$ cat src/rtl/tpmf_pkg.sv
package tpmf_pkg;
  typedef enum logic [2:0] {
    ST_IDLE, ST_READY, ST_RECV, ST_EXEC, ST_DONE
  } tpmf_state_e;

  // status register bit positions
  localparam int STS_VALID_B = 7;
  localparam int CMD_RDY_B   = 6;
  localparam int GO_B        = 5;
  localparam int AVAIL_B     = 4;
  localparam int EXPECT_B    = 3;
  // access register bit positions
  localparam int ACC_VALID_B  = 7;
  localparam int ACC_ACTIVE_B = 5;
  localparam int ACC_REQ_B    = 1;
  // command header: size field occupies bytes 2..5
  localparam int HDR_BYTES  = 6;
  localparam int SIZE_FIRST = 2;
  localparam int SIZE_LAST  = 5;
endpackage

$ cat src/rtl/tpmf_buf.sv
module tpmf_buf #(
  parameter int DEPTH = 64,
  parameter int AW    = $clog2(DEPTH)
) (
  input  logic          clk,
  input  logic          we,
  input  logic [AW-1:0] waddr,
  input  logic [7:0]    wdata,
  input  logic          re,
  input  logic [AW-1:0] raddr,
  output logic [7:0]    rdata
);
  logic [7:0] mem [DEPTH];

  always_ff @(posedge clk) begin
    if (we) mem[waddr] <= wdata;
    if (re) rdata <= mem[raddr];
  end
endmodule

$ cat src/rtl/tpmf_ctrl.sv
module tpmf_ctrl
  import tpmf_pkg::*;
#(
  parameter int DEPTH = 64,
  parameter int AW    = $clog2(DEPTH),
  parameter int IDX_W = AW + 1
) (
  input  logic             clk,
  input  logic             rst,
  input  logic             acc_we,
  input  logic             sts_we,
  input  logic             fifo_we,
  input  logic [7:0]       wbyte,
  input  logic             fifo_re,
  input  logic             rsp_we,
  input  logic [AW-1:0]    rsp_idx,
  input  logic [7:0]       rsp_byte,
  input  logic             rsp_done,
  input  logic [IDX_W-1:0] rsp_len,
  output tpmf_state_e      state_o,
  output logic [IDX_W-1:0] ridx_o,
  output logic [IDX_W-1:0] widx_o,
  output logic             cr_o,
  output logic             da_o,
  output logic             act_o,
  output logic             expect_o,
  output logic             exec_o,
  output logic             rd_hit,
  output logic             buf_we,
  output logic [AW-1:0]    buf_waddr,
  output logic [7:0]       buf_wdata,
  output logic [AW-1:0]    buf_raddr
);
  localparam logic [IDX_W-1:0] FULL_L = IDX_W'(DEPTH);

  tpmf_state_e      state_q;
  logic [IDX_W-1:0] ridx_q, widx_q;
  logic             cr_q, da_q, act_q, exec_q;
  logic [31:0]      size_q;

  logic eff_recv, host_acc, host_ovf, host_put, core_put, rsp_ok, to_idle, size_byte;

  assign expect_o  = (state_q == ST_RECV) &&
                     ((widx_q < IDX_W'(HDR_BYTES)) || (32'(widx_q) < size_q));
  assign eff_recv  = (state_q == ST_RECV) || ((state_q == ST_READY) && (widx_q == '0));
  assign host_acc  = fifo_we && eff_recv;
  assign host_ovf  = host_acc && (widx_q == FULL_L);
  assign host_put  = host_acc && !host_ovf;
  assign core_put  = rsp_we && (state_q == ST_EXEC);
  assign rsp_ok    = rsp_done && (state_q == ST_EXEC) &&
                     (rsp_len != '0) && (rsp_len <= FULL_L);
  assign rd_hit    = fifo_re && (widx_q > ridx_q);
  assign size_byte = (widx_q >= IDX_W'(SIZE_FIRST)) && (widx_q <= IDX_W'(SIZE_LAST));
  assign to_idle   = (acc_we && wbyte[ACC_ACTIVE_B]) ||
                     (sts_we && wbyte[CMD_RDY_B] &&
                      (state_q != ST_IDLE) && (state_q != ST_READY));

  assign buf_we    = host_put || core_put;
  assign buf_waddr = host_put ? widx_q[AW-1:0] : rsp_idx;
  assign buf_wdata = host_put ? wbyte : rsp_byte;
  assign buf_raddr = ridx_q[AW-1:0];

  always_ff @(posedge clk) begin
    if (rst) begin
      state_q <= ST_IDLE;
      ridx_q  <= '0;
      widx_q  <= '0;
      cr_q    <= 1'b0;
      da_q    <= 1'b0;
      act_q   <= 1'b0;
      exec_q  <= 1'b0;
      size_q  <= '0;
    end else begin
      exec_q <= 1'b0;
      // host drain
      if (rd_hit) begin
        ridx_q <= ridx_q + 1'b1;
        if (ridx_q + 1'b1 == widx_q) begin
          da_q <= 1'b0;
          cr_q <= 1'b0;
        end
      end
      // core commits a response
      if (rsp_ok) begin
        ridx_q  <= '0;
        widx_q  <= rsp_len;
        da_q    <= 1'b1;
        state_q <= ST_DONE;
      end
      // command bytes from the host
      if (host_ovf) begin
        widx_q  <= '0;
        state_q <= ST_READY;
      end else if (host_put) begin
        widx_q  <= widx_q + 1'b1;
        state_q <= ST_RECV;
        if (size_byte) size_q <= {size_q[23:0], wbyte};
      end
      // status register control bits
      if (sts_we) begin
        if (wbyte[CMD_RDY_B]) begin
          if (state_q == ST_IDLE) begin
            state_q <= ST_READY;
            cr_q    <= 1'b1;
          end
        end else if (wbyte[GO_B] && (state_q == ST_RECV) && !expect_o) begin
          state_q <= ST_EXEC;
          exec_q  <= 1'b1;
        end
      end
      // locality
      if (acc_we) begin
        if (wbyte[ACC_ACTIVE_B])   act_q <= 1'b0;
        else if (wbyte[ACC_REQ_B]) act_q <= 1'b1;
      end
      // any entry into idle empties the buffer
      if (to_idle) begin
        state_q <= ST_IDLE;
        ridx_q  <= '0;
        widx_q  <= '0;
        cr_q    <= 1'b0;
        da_q    <= 1'b0;
      end
    end
  end

  assign state_o = state_q;
  assign ridx_o  = ridx_q;
  assign widx_o  = widx_q;
  assign cr_o    = cr_q;
  assign da_o    = da_q;
  assign act_o   = act_q;
  assign exec_o  = exec_q;
endmodule

$ cat src/rtl/tpm_fifo_ctrl.sv
module tpm_fifo_ctrl
  import tpmf_pkg::*;
#(
  parameter int          DEPTH    = 64,
  parameter int          ADDR_W   = 12,
  parameter logic [31:0] IDENT    = 32'hC0DE_5EED,
  parameter logic [11:0] OFS_ACC  = 12'h000,
  parameter logic [11:0] OFS_STS  = 12'h018,
  parameter logic [11:0] OFS_FIFO = 12'h024,
  parameter logic [11:0] OFS_ID   = 12'hF00,
  localparam int         AW       = $clog2(DEPTH),
  localparam int         IDX_W    = AW + 1
) (
  input  logic              clk,
  input  logic              rst,
  input  logic              hw_en,
  input  logic [ADDR_W-1:0] hw_addr,
  input  logic [31:0]       hw_data,
  input  logic              hr_en,
  input  logic [ADDR_W-1:0] hr_addr,
  output logic [31:0]       hr_data,
  output logic [2:0]        hr_cnt,
  output logic              exec_req,
  input  logic              rsp_we,
  input  logic [AW-1:0]     rsp_idx,
  input  logic [7:0]        rsp_byte,
  input  logic              rsp_done,
  input  logic [IDX_W-1:0]  rsp_len
);
  localparam logic [1:0]  FAMILY = 2'b01;
  localparam logic [15:0] BURST  = 16'(DEPTH);

  tpmf_state_e      state_w;
  logic [IDX_W-1:0] ridx_w, widx_w;
  logic             cr_w, da_w, act_w, expect_w, rd_hit;
  logic             buf_we;
  logic [AW-1:0]    buf_waddr, buf_raddr;
  logic [7:0]       buf_wdata, buf_rdata;
  logic             acc_we, sts_we, fifo_we, fifo_re;
  logic [31:0]      sts_val, acc_val, reg_q;
  logic             fifo_sel_q;

  assign acc_we  = hw_en && (hw_addr == ADDR_W'(OFS_ACC));
  assign sts_we  = hw_en && (hw_addr == ADDR_W'(OFS_STS));
  assign fifo_we = hw_en && (hw_addr == ADDR_W'(OFS_FIFO));
  assign fifo_re = hr_en && (hr_addr == ADDR_W'(OFS_FIFO));

  tpmf_ctrl #(.DEPTH(DEPTH), .AW(AW), .IDX_W(IDX_W)) ctrl_i (
    .clk(clk), .rst(rst),
    .acc_we(acc_we), .sts_we(sts_we), .fifo_we(fifo_we), .wbyte(hw_data[7:0]),
    .fifo_re(fifo_re),
    .rsp_we(rsp_we), .rsp_idx(rsp_idx), .rsp_byte(rsp_byte),
    .rsp_done(rsp_done), .rsp_len(rsp_len),
    .state_o(state_w), .ridx_o(ridx_w), .widx_o(widx_w),
    .cr_o(cr_w), .da_o(da_w), .act_o(act_w), .expect_o(expect_w),
    .exec_o(exec_req), .rd_hit(rd_hit),
    .buf_we(buf_we), .buf_waddr(buf_waddr), .buf_wdata(buf_wdata),
    .buf_raddr(buf_raddr)
  );

  tpmf_buf #(.DEPTH(DEPTH), .AW(AW)) buf_i (
    .clk(clk), .we(buf_we), .waddr(buf_waddr), .wdata(buf_wdata),
    .re(rd_hit), .raddr(buf_raddr), .rdata(buf_rdata)
  );

  always_comb begin
    sts_val = '0;
    sts_val[27:26]       = FAMILY;
    sts_val[23:8]        = BURST;
    sts_val[STS_VALID_B] = 1'b1;
    sts_val[CMD_RDY_B]   = cr_w;
    sts_val[AVAIL_B]     = da_w;
    sts_val[EXPECT_B]    = expect_w;
    acc_val = '0;
    acc_val[ACC_VALID_B]  = 1'b1;
    acc_val[ACC_ACTIVE_B] = act_w;
  end

  always_ff @(posedge clk) begin
    if (rst) begin
      reg_q      <= '0;
      hr_cnt     <= '0;
      fifo_sel_q <= 1'b0;
    end else begin
      reg_q      <= '0;
      hr_cnt     <= '0;
      fifo_sel_q <= 1'b0;
      if (hr_en) begin
        if (hr_addr == ADDR_W'(OFS_ID)) begin
          reg_q  <= IDENT;
          hr_cnt <= 3'd4;
        end else if (hr_addr == ADDR_W'(OFS_ACC)) begin
          reg_q  <= acc_val;
          hr_cnt <= 3'd1;
        end else if (hr_addr == ADDR_W'(OFS_STS)) begin
          reg_q  <= sts_val;
          hr_cnt <= 3'd4;
        end else if (fifo_re) begin
          fifo_sel_q <= rd_hit;
          hr_cnt     <= rd_hit ? 3'd1 : 3'd0;
        end
      end
    end
  end

  assign hr_data = fifo_sel_q ? {24'h0, buf_rdata} : reg_q;
endmodule

$ cat config.mk
export PLATFORM = sky130hd
export DESIGN_NAME = tpm_fifo_ctrl
export DESIGN_NICKNAME = d
export VERILOG_FILES = /design/src/rtl/tpmf_pkg.sv /design/src/rtl/tpmf_buf.sv /design/src/rtl/tpmf_ctrl.sv /design/src/rtl/tpm_fifo_ctrl.sv
export SDC_FILE = /design/constraint.sdc
export NUM_CORES = 1
export LEC_CHECK = 0
export ABC_AREA = 1
export BUFFER_PORTS_ARGS = -buffer_cell sky130_fd_sc_hd__buf_2
export CAP_MARGIN = 10
export CORE_MARGIN = 2
export CORE_UTILIZATION = 37
export DETAILED_ROUTE_END_ITERATION = 7
export HOLD_SLACK_MARGIN = 0.02
export PLACE_DENSITY = 0.53
export RECOVER_POWER = 50
export SETUP_SLACK_MARGIN = 0.15
export SLEW_MARGIN = 30
export SYNTH_ARGS = -nofsm -noshare
export SYNTH_HDL_FRONTEND = slang
export SYNTH_SLANG_ARGS = --single-unit
$ cat constraint.sdc
create_clock -name clk -period 14.6 [get_ports clk]
set_input_delay 1.46 -clock clk [delete_from_list [all_inputs] [get_ports clk]]
set_output_delay 1.46 -clock clk [all_outputs]
set_load 0.02 [all_outputs]
==> key figures, run 1 <==
Synthesis
  • Synth warn: 0
  • Post-synth EDFFs: 520
  • Synth area leader: edfxtp_1
  • Unique masters post-synth: between 40 and 50
  • Post-synth top area share: 0.623
  • Flops & latches, synth: 583
  • Mapped Cells: around 2300
  • Main flop type after synthesis: edfxtp_1
  • Area contributors post-synth: edfxtp_1, nand2_1, nor2_1
  • Most instantiated library cell after synthesis: edfxtp_1
  • Commonest cells post-synth: edfxtp_1, nand2_1, nor2_1, o21ai_0, o22ai_1
  • Post-synthesis sequential area ratio: 0.674
  • Mean Syn Cell Area: ~11 um2
  • Post-synthesis cell area: roughly 25000 um2
  • Post-synth ARST share: 0

Detailed routing
  • DRT iter0 DRCs: 1499
  • Remaining antenna violation count: 0
  • DRC: 0
  • Wire per inst: around 20 um
  • Via count: 17087
  • Final wirelength: around 65 mm
  • Vias/cell: between 5 and 6
  • Drt pass-1 iters: 6

Global route
  • Routing usage on met1: 0.250
  • Global-route usage over all layers: 0.184
  • Largest net degree at the start of global routing: 185
  • First-pass GRT wire length: between 90 and 100 mm
  • Most Used Layer, Global Route: met2
  • Total gr overflow: 0
  • Met3 usage: 0.0369
  • Vias in the first global route: between 15000 and 20000
  • Met2 Track Usage GR: 0.296
  • Antenna violations before repair: 0

Die
  • Initial core utilization: 0.374
  • Core Rows: between 90 and 100
  • IO Pins: 119
  • Die area: ~70000 um2
  • Die height: between 200 and 300 um
  • Die X: ~260 um
  • Core area: about 67000 um2

Layout
  • Final nets: approximately 2400
  • Fill cells: around 6400
  • Antenna diodes: 0
  • Share of post-route cells with drive strength above 1: 0.0881
  • Layout overhead on the synthesized area: 11.5%

Place
  • Pre-CTS setup slack: 9.79 ns
  • GPL Wtd Cong: ~0.87
  • IO Port Bufs: 83
  • DPL Wire Length: ~37 mm

STA
  • # setup viols final: 0
  • Setup TNS: 0 ns
  • Tcrit/Tclk final: 0.447
  • Worst Max-Slew Pin Slew: 3.45 ns
  • Min Tclk post-route: approximately 6.5 ns
  • F_max: between 0.15 and 0.2 GHz
  • Clk_skew: approximately 0.019 ns
  • Pins Over Slew Limit: ~580
  • Final setup margin: slightly above 8 ns
  • RSZ-0062 raised after global routing: no
  • Final Hold Fails: 0
  • Worst rel slew slack: -1.30

Clocking
  • Clock slew seen by the registers of the worst setup and hold paths: about 0.060 ns
  • CTS tree: built
  • Hold buffers post-CTS: 0
  • Clk buf depth: 3
  • Clk root buf: clkbuf_16
  • Clk Latency, worst-skew pair: around 0.63 ns
  • Post-cts repair resize count: 0
  • CTS buffer count: 61
  • Clock sink total: 583
  • Setup bufs post-CTS: 0
  • H-tree depth: 2

Setup path
  • Startpoint Class: input pin
  • Data arrival, critical path: around 6.5 ns
  • Max FO, Critical Path: 64
  • WS Path Type: in2reg
  • Crit end category: register
  • Worst path required time: between 10 and 15 ns

Power
  • Peak supply drop: 87.4 uV
  • Pleak: just under 10 nW
  • PD cells: around 120 nW/um2

Outcome
  • Violated checks: capacitance limit, slew limit
  • Outcome: finished, violations left

Flow run
  • Total of max-cap violations: 9

Min path
  • Min-Delay Path Class: reg2reg
## per-stage QoR
stage                     area, um2  hold slack [ns]  std cells  total power, mW  utilization
after global placement        26100            0.453       3144             1.91        0.389
final                         27900            0.467       3257             3.38        0.417
after CTS                     28000            0.469       3257             3.41        0.418
after global routing          27900            0.487       3257             3.48        0.417
after floorplan               25100            0.423       2322             1.88            -
after detailed placement      26100            0.456       3144             1.91        0.389
## sequential cells by signal (all words and copies together), names as in the netlist
signal	count
ctrl_i.da_o	1
reg_q	8
fifo_sel_q	1
ctrl_i.state_o	3
ctrl_i.act_o	1
buf_i.mem	512
ctrl_i.widx_o	7
hr_cnt	1
ctrl_i.cr_o	1
ctrl_i.exec_o	1
buf_i.rdata	8
ctrl_i.size_q	32
ctrl_i.ridx_o	7
## layout by cell type (no fill, tap or decap), drive strengths merged
cell type  Yosys  layout
nor3b          2       2
a22oi          3       3
clkinvlp       0       1
o22ai        120     120
nor4           4       4
o21ai        275     275
nand3b         2       2
nand4         23      23
nand3        107     107
edfxtp       520     520
clkbuf        87     121
a21o           2       2
dfxtp         63      63
clkinv         4      23
conb           1      11
buf           64      67
a21oi         37      37
nand2        435     435
nor3           9       9
a31o           1       1
o211ai         1       1
and3           1       1
a211oi        24      24
ha            18      18
bufinv         0       2
nor2         400     400
inv          103     106
xor2           6       6
## final timing paths
| path | start | endpoint | slack (ns) | depth (start not counted) |
|---|---|---|---|---|
| max | hw_addr[11] | buf_i.mem[29][6]$_DFFE_PP_ | 8.07 | 7 |
| min | ctrl_i.size_q[25]$_SDFFE_PP0P_ | ctrl_i.size_q[25]$_SDFFE_PP0P_ | 0.47 | 2 |
| max reg2reg | ctrl_i.widx_o[1]$_SDFFE_PP0P_ | buf_i.mem[29][6]$_DFFE_PP_ | 8.65 | 10 |
| min reg2reg | ctrl_i.size_q[25]$_SDFFE_PP0P_ | ctrl_i.size_q[25]$_SDFFE_PP0P_ | 0.47 | 2 |
## per-layer routing
| layer | vias up | wire (um) |
|---|---|---|
| met2 | 564 | 30100 |
| met5 | - | 0 |
| met4 | 0 | 1860 |
| met1 | 8287 | 28800 |
| met3 | 111 | 4450 |
| li1 | 8125 | - |
## worst max-delay path, cell delays in order
cell and delay [ns]:
buf_2 0.10, nor2_1 0.09, nand2_1 0.14, nor3_1 0.68
nand3_1 1.12, o21ai_4 0.43, clkbuf_1 2.38
## cells by family (layout without fill, tap and decap cells)
| group | count (synthesis) | count (layout) | share of synthesized area |
|---|---|---|---|
| compound gates | 463 | 463 | 0.103 |
| xor+xnor | 6 | 6 | 0.00210 |
| fa+ha+maj | 18 | 18 | 0.00899 |
| buf+inv | 258 | 320 | 0.0444 |
| flops | 583 | 583 | 0.674 |
| other cells | 1 | 11 | 0.000150 |
| simple gates | 983 | 983 | 0.168 |
## where the power goes
group | leakage (nW) | internal, mW | total (mW) | switching (mW)
Combinational | 3.76 | 0.0114 | 0.0608 | 0.0494
Clock | 0.951 | 0.861 | 1.51 | 0.644
Sequential | 5.18 | 1.82 | 1.82 | 0.00000161
## layout make-up
cell class	instances	area, um2	share of cell area
flip-flops and latches	583	16900	0.605
multi-input cells	1481	7100	0.254
clock buffers	88	1740	0.0624
well taps	873	1090	0.0391
repair buffers	100	502	0.0180
inverters	107	409	0.0147
clock inverters	25	195	0.00699
(Power assumes the default switching activity.)
==> inputs of run 2 (changes only) <==
- clock period: 14.6 -> 6.5 ns (I/O delays scaled with it)
==> key figures, run 2 (same netlist as run 1, synthesis figures left out) <==
Layout
  • Layout overhead on the synthesized area: 11.2%
  • Largest reg by FF count: buf_i.mem
  • Final nets: 2435
  • Most common cell after layout, fill and taps aside: edfxtp_1
  • Antenna diodes: 0
  • Fill cells: roughly 6400
  • Largest registers: buf_i.mem (512), ctrl_i.size_q (32)
  • Most frequent cells in the layout: edfxtp_1, nand2_1, nor2_1, o21ai_0, o22ai_1
  • Max reg flops: 512
  • Final Instance Area: approximately 28000 um2
  • Share of post-route cells with drive strength above 1: 0.0907

STA
  • Final Hold Fails: 0
  • # setup viols final: 0
  • Setup TNS: 0 ns
  • Min Hold Slack: 0.286 ns
  • Worst rel slew slack: -0.230
  • RSZ-0062 raised after global routing: no
  • Final setup margin: 1.64 ns
  • Min Tclk post-route: between 4 and 5 ns
  • Worst Max-Slew Pin Slew: about 1.8 ns
  • Tcrit/Tclk final: 0.747
  • F_max: just over 0.2 GHz
  • Clk_skew: ~0.034 ns
  • Pins Over Slew Limit: roughly 390

Power
  • PD cells: 268 nW/um2
  • Comb pwr share: 0.019
  • Clk pwr share: 0.436
  • Sw Share: 0.207
  • Net Sw Power: 1.55 mW
  • P_int: slightly below 6 mW
  • Peak supply drop: approximately 200 uV
  • Pleak: ~10 nW
  • Tot Pwr: between 7 and 8 mW
  • Flop pwr share: 0.545

Setup path
  • Slowest CP cell: nand3_1
  • Worst path max stage delay: between 0.9 and 1 ns
  • Startpoint Class: register
  • Reg2reg path depth: 10
  • Max FO, Critical Path: 23
  • Reg2Reg Setup Slack: around 1.6 ns
  • Crit end category: register
  • Worst path required time: between 6 and 7 ns
  • CP cell instances: inv_1 -> ha_1 -> inv_1 -> nor3_4 -> nand3_1 -> nand2_1 -> nand3_1 -> nand2_4 -> nand4_2 -> nor2_1
  • WS Path Type: reg2reg
  • Data arrival, critical path: slightly above 5 ns

Clocking
  • Clk buf depth: 3
  • CTS tree: built
  • H-tree depth: 2
  • CTS buffer count: 59
  • Hold buffers post-CTS: 0
  • Setup bufs post-CTS: 0
  • Post-cts repair resize count: 0
  • Clock slew seen by the registers of the worst setup and hold paths: 0.06 ns
  • Clk root buf: clkbuf_16
  • Clock sink total: about 600
  • Clk Latency, worst-skew pair: roughly 0.65 ns

Flow run
  • Total of max-cap violations: 6

Die
  • Initial core utilization: 0.374
  • IO Pins: 119
  • Die area: about 70000 um2
  • Core Rows: 95
  • Die height: ~260 um
  • Die X: 264 um
  • Core area: between 60000 and 70000 um2

Global route
  • Vias in the first global route: 16380
  • Total gr overflow: 0
  • Global-route usage over all layers: 0.183
  • Antenna violations before repair: 1
  • First-pass GRT wire length: a little under 100 mm
  • Largest net degree at the start of global routing: approximately 110

Detailed routing
  • Final wirelength: around 65 mm
  • Wire per inst: 19.9 um
  • Vias/cell: 5.20
  • DRC: 0
  • Drt pass-1 iters: 5
  • Via count: ~17000
  • DRT iter0 DRCs: roughly 1500
  • Remaining antenna violation count: 0

Outcome
  • Outcome: finished, violations left
  • Violated checks: capacitance limit, slew limit

Place
  • DPL Wire Length: around 37 mm
  • Pre-CTS setup slack: roughly 2.5 ns
  • Area after DPL: 26100 um2
  • GPL Wtd Cong: approximately 0.85
  • IO Port Bufs: between 80 and 90

Min path
  • Hold depth: 3
  • Min-Delay Path Class: in2reg
run 2: layout make-up:
cell class / count / area [um2] / area share
clock inverter: 36 / 319 / 0.0115
multi-input combinational: 1481 / 7100 / 0.255
sequential: 583 / 16900 / 0.606
clock buffer: 72 / 1530 / 0.0547
timing repair buffer: 102 / 528 / 0.0190
tap: 873 / 1090 / 0.0392
inverter: 107 / 409 / 0.0147
run 2: stage by stage:
step / util / instances
2_1_floorplan: - / 2322
3_3_place_gp: 0.389 / 3145
3_5_place_dp: 0.389 / 3146
4_1_cts: 0.417 / 3254
5_1_grt: 0.416 / 3254
6_report: 0.416 / 3254
run 2: worst max-delay path, delay by kind of cell, from the launching register on:
family        cells  cell delay, ns
fa+ha+maj         1            0.17
buf+inv           2            0.28
simple gates      7            3.53
flops             1            0.45
run 2: path summary, 6_finish.rpt:
| path | from | endpoint |
|---|---|---|
| worst max register to register | ctrl_i.widx_o[1]$_SDFFE_PP0P_ | buf_i.mem[22][2]$_DFFE_PP_ |
| worst max-delay path | ctrl_i.widx_o[1]$_SDFFE_PP0P_ | buf_i.mem[22][2]$_DFFE_PP_ |
| worst min register to register | ctrl_i.size_q[26]$_SDFFE_PP0P_ | ctrl_i.size_q[26]$_SDFFE_PP0P_ |
| worst min-delay path | hw_data[7] | ctrl_i.size_q[7]$_SDFFE_PP0P_ |
run 2: per-layer routing:
| metal | up-vias | share of wire | track usage |
|---|---|---|---|
| li1 | 8140 | - | - |
| met3 | 100 | 0.067 | 0.0330 |
| met5 | - | 0 | 0 |
| met2 | 541 | 0.47 | 0.301 |
| met1 | 8155 | 0.43 | 0.244 |
| met4 | 0 | 0.028 | 0.0627 |
run 2: power by group through the flow:
stage | logic [mW] | clock network [mW] | registers [mW]
after floorplan | 0.0722 | 0 | 4.16
after global placement | 0.138 | 0 | 4.15
after detailed placement | 0.142 | 0 | 4.15
after CTS | 0.142 | 3.33 | 4.07
after global routing | 0.151 | 3.46 | 4.07
final | 0.138 | 3.26 | 4.08
